==> src/rtl/vec_minmax_cmp_pkg.sv <==
package vec_minmax_cmp_pkg;

  typedef enum logic [1:0] {
    LW_8   = 2'd0,
    LW_16  = 2'd1,
    LW_32  = 2'd2,
    LW_32R = 2'd3
  } lane_w_e;

  typedef enum logic [2:0] {
    OP_MIN  = 3'd0,
    OP_MAX  = 3'd1,
    OP_EQ   = 3'd2,
    OP_NE   = 3'd3,
    OP_LT   = 3'd4,
    OP_LE   = 3'd5,
    OP_RSV6 = 3'd6,
    OP_RSV7 = 3'd7
  } op_e;

  function automatic logic op_is_select(op_e op);
    return (op == OP_MIN) || (op == OP_MAX);
  endfunction

  function automatic logic op_is_compare(op_e op);
    return (op == OP_EQ) || (op == OP_NE) || (op == OP_LT) || (op == OP_LE);
  endfunction

  function automatic logic rel_hit(op_e op, logic lt, logic eq);
    logic h;
    case (op)
      OP_EQ:   h = eq;
      OP_NE:   h = ~eq;
      OP_LT:   h = lt;
      OP_LE:   h = lt | eq;
      default: h = 1'b0;
    endcase
    return h;
  endfunction

endpackage

==> src/rtl/vec_lane_order.sv <==
// Orders one lane pair: flips the top bit for signed ordering so a single
// unsigned comparator serves both signednesses.
module vec_lane_order #(
  parameter int LANE_W = 16
) (
  input  logic [LANE_W-1:0] x,
  input  logic [LANE_W-1:0] y,
  input  logic              sgn,
  output logic              lt,
  output logic              eq
);
  logic [LANE_W-1:0] xb, yb;

  assign xb = {x[LANE_W-1] ^ sgn, x[LANE_W-2:0]};
  assign yb = {y[LANE_W-1] ^ sgn, y[LANE_W-2:0]};
  assign lt = xb < yb;
  assign eq = x == y;
endmodule

==> src/rtl/vec_lane_bank.sv <==
// One lane geometry: splits both operands into LANE_W lanes, produces the
// select vector and the predicate mask for that geometry.
module vec_lane_bank
  import vec_minmax_cmp_pkg::*;
#(
  parameter int VEC_W  = 512,
  parameter int MASK_W = 64,
  parameter int LANE_W = 16
) (
  input  logic [VEC_W-1:0]  x,
  input  logic [VEC_W-1:0]  y,
  input  logic              sgn,
  input  op_e               op,
  output logic [VEC_W-1:0]  sel_vec,
  output logic [MASK_W-1:0] mask
);
  localparam int LANES = VEC_W / LANE_W;
  localparam int FLD_W = MASK_W / LANES;

  for (genvar g = 0; g < LANES; g++) begin : g_lane
    logic [LANE_W-1:0] xl, yl;
    logic lt, eq, hit;

    assign xl = x[g*LANE_W +: LANE_W];
    assign yl = y[g*LANE_W +: LANE_W];

    vec_lane_order #(.LANE_W(LANE_W)) u_ord (
      .x  (xl),
      .y  (yl),
      .sgn(sgn),
      .lt (lt),
      .eq (eq)
    );

    assign hit = rel_hit(op, lt, eq);
    assign mask[g*FLD_W +: FLD_W] = {FLD_W{hit}};
    assign sel_vec[g*LANE_W +: LANE_W] = (op == OP_MAX) ? (lt ? yl : xl)
                                                        : ((lt | eq) ? xl : yl);
  end
endmodule

==> src/rtl/vec_result_stage.sv <==
// Output registers with a one-entry valid/ready stage; each result register
// is written only when its update enable accompanies an accepted beat.
module vec_result_stage #(
  parameter int VEC_W  = 512,
  parameter int MASK_W = 64
) (
  input  logic              clk,
  input  logic              rst,
  input  logic              in_valid,
  output logic              in_ready,
  input  logic              upd_vec,
  input  logic              upd_mask,
  input  logic [VEC_W-1:0]  nxt_vec,
  input  logic [MASK_W-1:0] nxt_mask,
  output logic              out_valid,
  input  logic              out_ready,
  output logic [VEC_W-1:0]  out_vec,
  output logic [MASK_W-1:0] out_mask
);
  logic take;

  assign in_ready = ~out_valid | out_ready;
  assign take     = in_valid & in_ready;

  always_ff @(posedge clk) begin
    if (rst) begin
      out_valid <= 1'b0;
      out_vec   <= '0;
      out_mask  <= '0;
    end else begin
      if (take) begin
        out_valid <= 1'b1;
        if (upd_vec)  out_vec  <= nxt_vec;
        if (upd_mask) out_mask <= nxt_mask;
      end else if (out_ready) begin
        out_valid <= 1'b0;
      end
    end
  end
endmodule

==> src/rtl/vec_minmax_cmp.sv <==
module vec_minmax_cmp
  import vec_minmax_cmp_pkg::*;
#(
  parameter int VEC_W      = 512,
  parameter int MASK_W     = 64,
  parameter int MIN_LANE_W = 8
) (
  input  logic              clk,
  input  logic              rst,
  input  logic              in_valid,
  output logic              in_ready,
  input  logic [VEC_W-1:0]  in_a,
  input  logic [VEC_W-1:0]  in_b,
  input  logic [1:0]        in_width,
  input  logic [2:0]        in_op,
  input  logic              in_signed,
  input  logic              in_swap,
  output logic              out_valid,
  input  logic              out_ready,
  output logic [VEC_W-1:0]  out_vec,
  output logic [MASK_W-1:0] out_mask
);
  localparam int NUM_GEOM = 3;

  op_e               op_d;
  logic [VEC_W-1:0]  opx, opy;
  logic [VEC_W-1:0]  bank_vec  [NUM_GEOM];
  logic [MASK_W-1:0] bank_mask [NUM_GEOM];
  logic [VEC_W-1:0]  nxt_vec;
  logic [MASK_W-1:0] nxt_mask;

  assign op_d = op_e'(in_op);
  assign opx  = in_swap ? in_b : in_a;
  assign opy  = in_swap ? in_a : in_b;

  for (genvar gi = 0; gi < NUM_GEOM; gi++) begin : g_geom
    vec_lane_bank #(
      .VEC_W (VEC_W),
      .MASK_W(MASK_W),
      .LANE_W(MIN_LANE_W << gi)
    ) u_bank (
      .x      (opx),
      .y      (opy),
      .sgn    (in_signed),
      .op     (op_d),
      .sel_vec(bank_vec[gi]),
      .mask   (bank_mask[gi])
    );
  end

  always_comb begin
    case (lane_w_e'(in_width))
      LW_8: begin
        nxt_vec  = bank_vec[0];
        nxt_mask = bank_mask[0];
      end
      LW_16: begin
        nxt_vec  = bank_vec[1];
        nxt_mask = bank_mask[1];
      end
      default: begin
        nxt_vec  = bank_vec[2];
        nxt_mask = bank_mask[2];
      end
    endcase
  end

  vec_result_stage #(.VEC_W(VEC_W), .MASK_W(MASK_W)) u_out (
    .clk      (clk),
    .rst      (rst),
    .in_valid (in_valid),
    .in_ready (in_ready),
    .upd_vec  (op_is_select(op_d)),
    .upd_mask (op_is_compare(op_d)),
    .nxt_vec  (nxt_vec),
    .nxt_mask (nxt_mask),
    .out_valid(out_valid),
    .out_ready(out_ready),
    .out_vec  (out_vec),
    .out_mask (out_mask)
  );
endmodule

==> config.mk <==
export PLATFORM = sky130hd
export DESIGN_NAME = vec_minmax_cmp
export DESIGN_NICKNAME = d
export VERILOG_FILES = /design/src/rtl/vec_minmax_cmp_pkg.sv /design/src/rtl/vec_lane_order.sv /design/src/rtl/vec_lane_bank.sv /design/src/rtl/vec_result_stage.sv /design/src/rtl/vec_minmax_cmp.sv
export SDC_FILE = /design/constraint.sdc
export NUM_CORES = 2
export LEC_CHECK = 0
export ABC_AREA = 0
export CORE_AREA = 2 2 637 639
export CTS_BUF_LIST = sky130_fd_sc_hd__clkbuf_16
export DETAILED_ROUTE_END_ITERATION = 8
export DIE_AREA = 0 0 639 641
export GPL_TIMING_DRIVEN = 0
export PLACE_DENSITY = 0.39
export SETUP_SLACK_MARGIN = 0.3
export SYNTH_ARGS = -nofsm -noshare
export SYNTH_HDL_FRONTEND = slang
export SYNTH_SLANG_ARGS = --single-unit
==> constraint.sdc <==
create_clock -name clk -period 11.2 [get_ports clk]
set_input_delay 2.24 -clock clk [delete_from_list [all_inputs] [get_ports clk]]
set_output_delay 2.24 -clock clk [all_outputs]
set_load 0.1 [all_outputs]
==> flow_metrics.py <==
metrics = {
    "run_status": {
        "status": "finished, violations left",
        "violations": "max-capacitance violations, max-slew violations, negative setup slack",
    },
    "logic_synthesis": {
        "synth_cells": 8266,
        "synth_edf_count": 0,
        "ys.warnings.count": 0,
        "synth_fp_nets": 9909,
        "netlist_area_um2": 64960,
        "async_reset_ff_frac": 0,
        "ys_seq_area_frac": 0.1778,
        "ys_seq_elements": 577,
        "yosys.cell_types.count": 111,
        "avgSynthCellArea_um2": 7.859,
        "synth_ff_type": "dfxtp_1",
    },
    "pwr": {
        "ir_worst_vdd_v": 0.0001119,
        "power_density_nw_per_um2": 128.1,
        "p_leak_nw": 36.28,
    },
    "drt": {
        "vias": 82550,
        "wirelength_um": 697700,
        "vias_per_cell": 5.315,
        "drcViolationCount": 0,
        "dr.pass1.iters": 8,
        "routedWlPerCell_um": 44.93,
        "ant_nets": 0,
        "drt-initial-drc-count": 9154,
    },
    "global_routing": {
        "grt_pass1_vias": 76410,
        "grt_pass1_wl_um": 859200,
        "grtUsageTotal": 0.3245,
        "antenna_found_initial": 412,
        "grt.overflow.total": 0,
        "grt_max_degree": 14,
    },
    "worst_setup_path": {
        "critPathLaunchType": "input port",
        "r2r_start": "u_out.out_valid$_SDFFE_PP0P_",
        "critical_path_class": "in2reg",
        "cp_max_fo": 10,
        "crit_end": "u_out.out_vec[281]$_SDFFE_PP0P_",
        "rrSetupSlack_ns": 4.76,
        "critPathLaunch": "in_swap",
        "r2r-end": "u_out.out_vec[169]$_SDFFE_PP0P_",
        "crit_required_ns": 11.98,
        "reg2reg_depth": 9,
        "crit_arrival_ns": 12.11,
        "cp-end-kind": "register",
    },
    "clock_tree": {
        "clock_path_buffers": 4,
        "post-cts-setup-buffers": 0,
        "cts_buffers": 101,
        "cts_tree": "built",
        "h-tree-depth": 3,
        "cts_root_buf": "clkbuf_16",
        "clk_pin_slew_ns": 0.06,
        "clock_latency_ns": 0.90,
        "clock-sinks": 577,
    },
    "place": {
        "numPortBuffers": 1607,
        "place_congestion": 0.9973,
        "place_ws_ns": -1.378,
        "hpwlAfterDp_um": 591700,
    },
    "worst_hold_path": {
        "hold_path.class": "reg2reg",
    },
    "timing": {
        "maxSlewHeadroom": -0.1349,
        "setup_slack_ns": -0.1237,
        "fin_crit_ns": 11.32,
        "fin_tns_setup_ns": -0.6867,
        "finalCritPeriodShare": 1.011,
        "rsz0062_at_grt": "false",
        "setup_viol": 7,
        "slew_viol_final": 184,
        "tightestPinTransition_ns": 1.696,
        "fmax_mhz": 88.31,
        "finClkSkew_ns": 0.04224,
        "hold_viol": 0,
    },
    "finish": {
        "fillCellCount": 44700,
        "area_growth_pct": 42.44,
        "drive_gt1_frac": 0.09193,
        "finalCoreUtilization": 0.2302,
        "final_cell_mix": "clkdlybuf4s50_1 (1,591), mux2i_1 (892), nand2_1 (649)",
        "layout_commonest_cell": "clkdlybuf4s50_1",
        "nNetsFinal": 11680,
    },
    "floorplan": {
        "ioPinCount": 1613,
        "rows": 233,
        "start_util": 0.1616,
        "die_area_um2": 409600,
        "die_x_um": 639,
        "die_y_um": 641,
        "core_area_um2": 402000,
    },
    "flow_run": {
        "maxCapViolCount": 25,
    },
}
critical path, cell delays in order:
cell and delay, ns:
clkdlybuf4s50_1 0.95, buf_2 0.45, clkdlybuf4s15_1 0.83, buf_4 0.58, buf_2 0.73, clkbuf_2 0.77, mux2i_1 0.24, xnor2_1 0.80
ha_1 0.31, nand4_1 0.22, nor2_1 0.48, nand2_1 0.43, a31oi_2 0.68, or3_1 0.28, buf_2 0.33, nand2_2 0.26
a21oi_2 0.80, mux2i_1 0.31, a22o_1 0.27
stage by stage:
step	cells	cell area (um2)	hold slack, ns	power [mW]
after detailed placement	15220	88870	0.4431	8.338
after CTS	15390	92160	0.4540	11.76
after global routing	15460	92340	0.4639	12.11
final	15530	92530	0.4514	11.85
after global placement	15160	87660	0.4350	8.305
after floorplan	8266	64960	0.8838	5.598
Yosys cell counts (100+ instances only):
| cell | count | area, um2 |
|---|---|---|
| nand3_1 | 541 | 2708 |
| o211ai_1 | 123 | 923.4 |
| mux2_2 | 361 | 4065 |
| or4_1 | 122 | 915.9 |
| nand4_1 | 251 | 1570 |
| clkbuf_1 | 422 | 1584 |
| ha_1 | 608 | 7607 |
| mux2i_1 | 894 | 8949 |
| xnor2_1 | 208 | 1822 |
| nand2_1 | 649 | 2436 |
| buf_1 | 100 | 375.4 |
| inv_1 | 258 | 968.4 |
| nor3_1 | 188 | 940.9 |
| dfxtp_1 | 577 | 11550 |
| o21ai_0 | 478 | 2392 |
| nor2_1 | 377 | 1415 |
| a21oi_1 | 609 | 3048 |
sequential cells by signal (all words and copies together), names as in the netlist:
signal	count
u_out.out_valid	1
u_out.out_mask	64
u_out.out_vec	512
cells by family (layout without fill, tap and decap cells):
| family | Yosys count | count (layout) | synth area share |
|---|---|---|---|
| simple gates | 2539 | 2539 | 0.1971 |
| compound gates | 2167 | 2167 | 0.2220 |
| mux | 1258 | 1258 | 0.2010 |
| buf+inv | 887 | 2726 | 0.05393 |
| fa+ha+maj | 608 | 608 | 0.1171 |
| flops | 577 | 577 | 0.1778 |
| xor+xnor | 230 | 230 | 0.03101 |
| other cells | 0 | 139 | 0 |
layer usage:
| metal | vias to the layer above | GRT usage | share of wire |
|---|---|---|---|
| li1 | 35180 | - | - |
| met1 | 40640 | 0.3618 | 0.37 |
| met2 | 4952 | 0.5234 | 0.45 |
| met3 | 1561 | 0.1152 | 0.099 |
| met4 | 210 | 0.2084 | 0.077 |
| met5 | - | 0 | 0.0020 |
report_power, final:
part | leakage (nW) | switching [mW] | internal, mW
combinational | 29.9 | 4.35 | 1.83
clock | 1.65 | 1.46 | 1.94
sequential | 4.70 | 0.0895 | 2.18
total | 36.3 | 5.91 | 5.94
timing repair:
action / CTS / global route
endpoints found under the setup margin: 99 / 6
gates resized for setup: 9 / 2
pin swaps: 0 / 0
hold buffers: 0 / 0
how the worst min path moves through the flow:
stage | start | endpoint | slack (ns) | cells after the start
2_1_floorplan | u_out.out_vec[345]$_SDFFE_PP0P_ | u_out.out_vec[345]$_SDFFE_PP0P_ | 0.88 | 2
3_3_place_gp | u_out.out_vec[477]$_SDFFE_PP0P_ | u_out.out_vec[477]$_SDFFE_PP0P_ | 0.44 | 1
3_5_place_dp | u_out.out_vec[477]$_SDFFE_PP0P_ | u_out.out_vec[477]$_SDFFE_PP0P_ | 0.44 | 1
4_1_cts | u_out.out_vec[346]$_SDFFE_PP0P_ | u_out.out_vec[346]$_SDFFE_PP0P_ | 0.45 | 2
5_1_grt | u_out.out_vec[358]$_SDFFE_PP0P_ | u_out.out_vec[358]$_SDFFE_PP0P_ | 0.46 | 2
6_report | u_out.out_vec[346]$_SDFFE_PP0P_ | u_out.out_vec[346]$_SDFFE_PP0P_ | 0.45 | 2
area by class of cell:
cell class | count | area (um2) | area share
Multi-Input combinational cell | 6802 | 50040 | 0.5408
Timing Repair Buffer | 1664 | 17030 | 0.1840
Sequential cell | 577 | 11550 | 0.1248
Tap cell | 5287 | 6615 | 0.07149
Buffer | 626 | 2708 | 0.02926
Clock buffer | 102 | 2552 | 0.02759
Inverter | 261 | 979.7 | 0.01059
Clock inverter | 73 | 703.2 | 0.007599
Antenna cell | 139 | 347.8 | 0.003759
(Power assumes the default switching activity.)
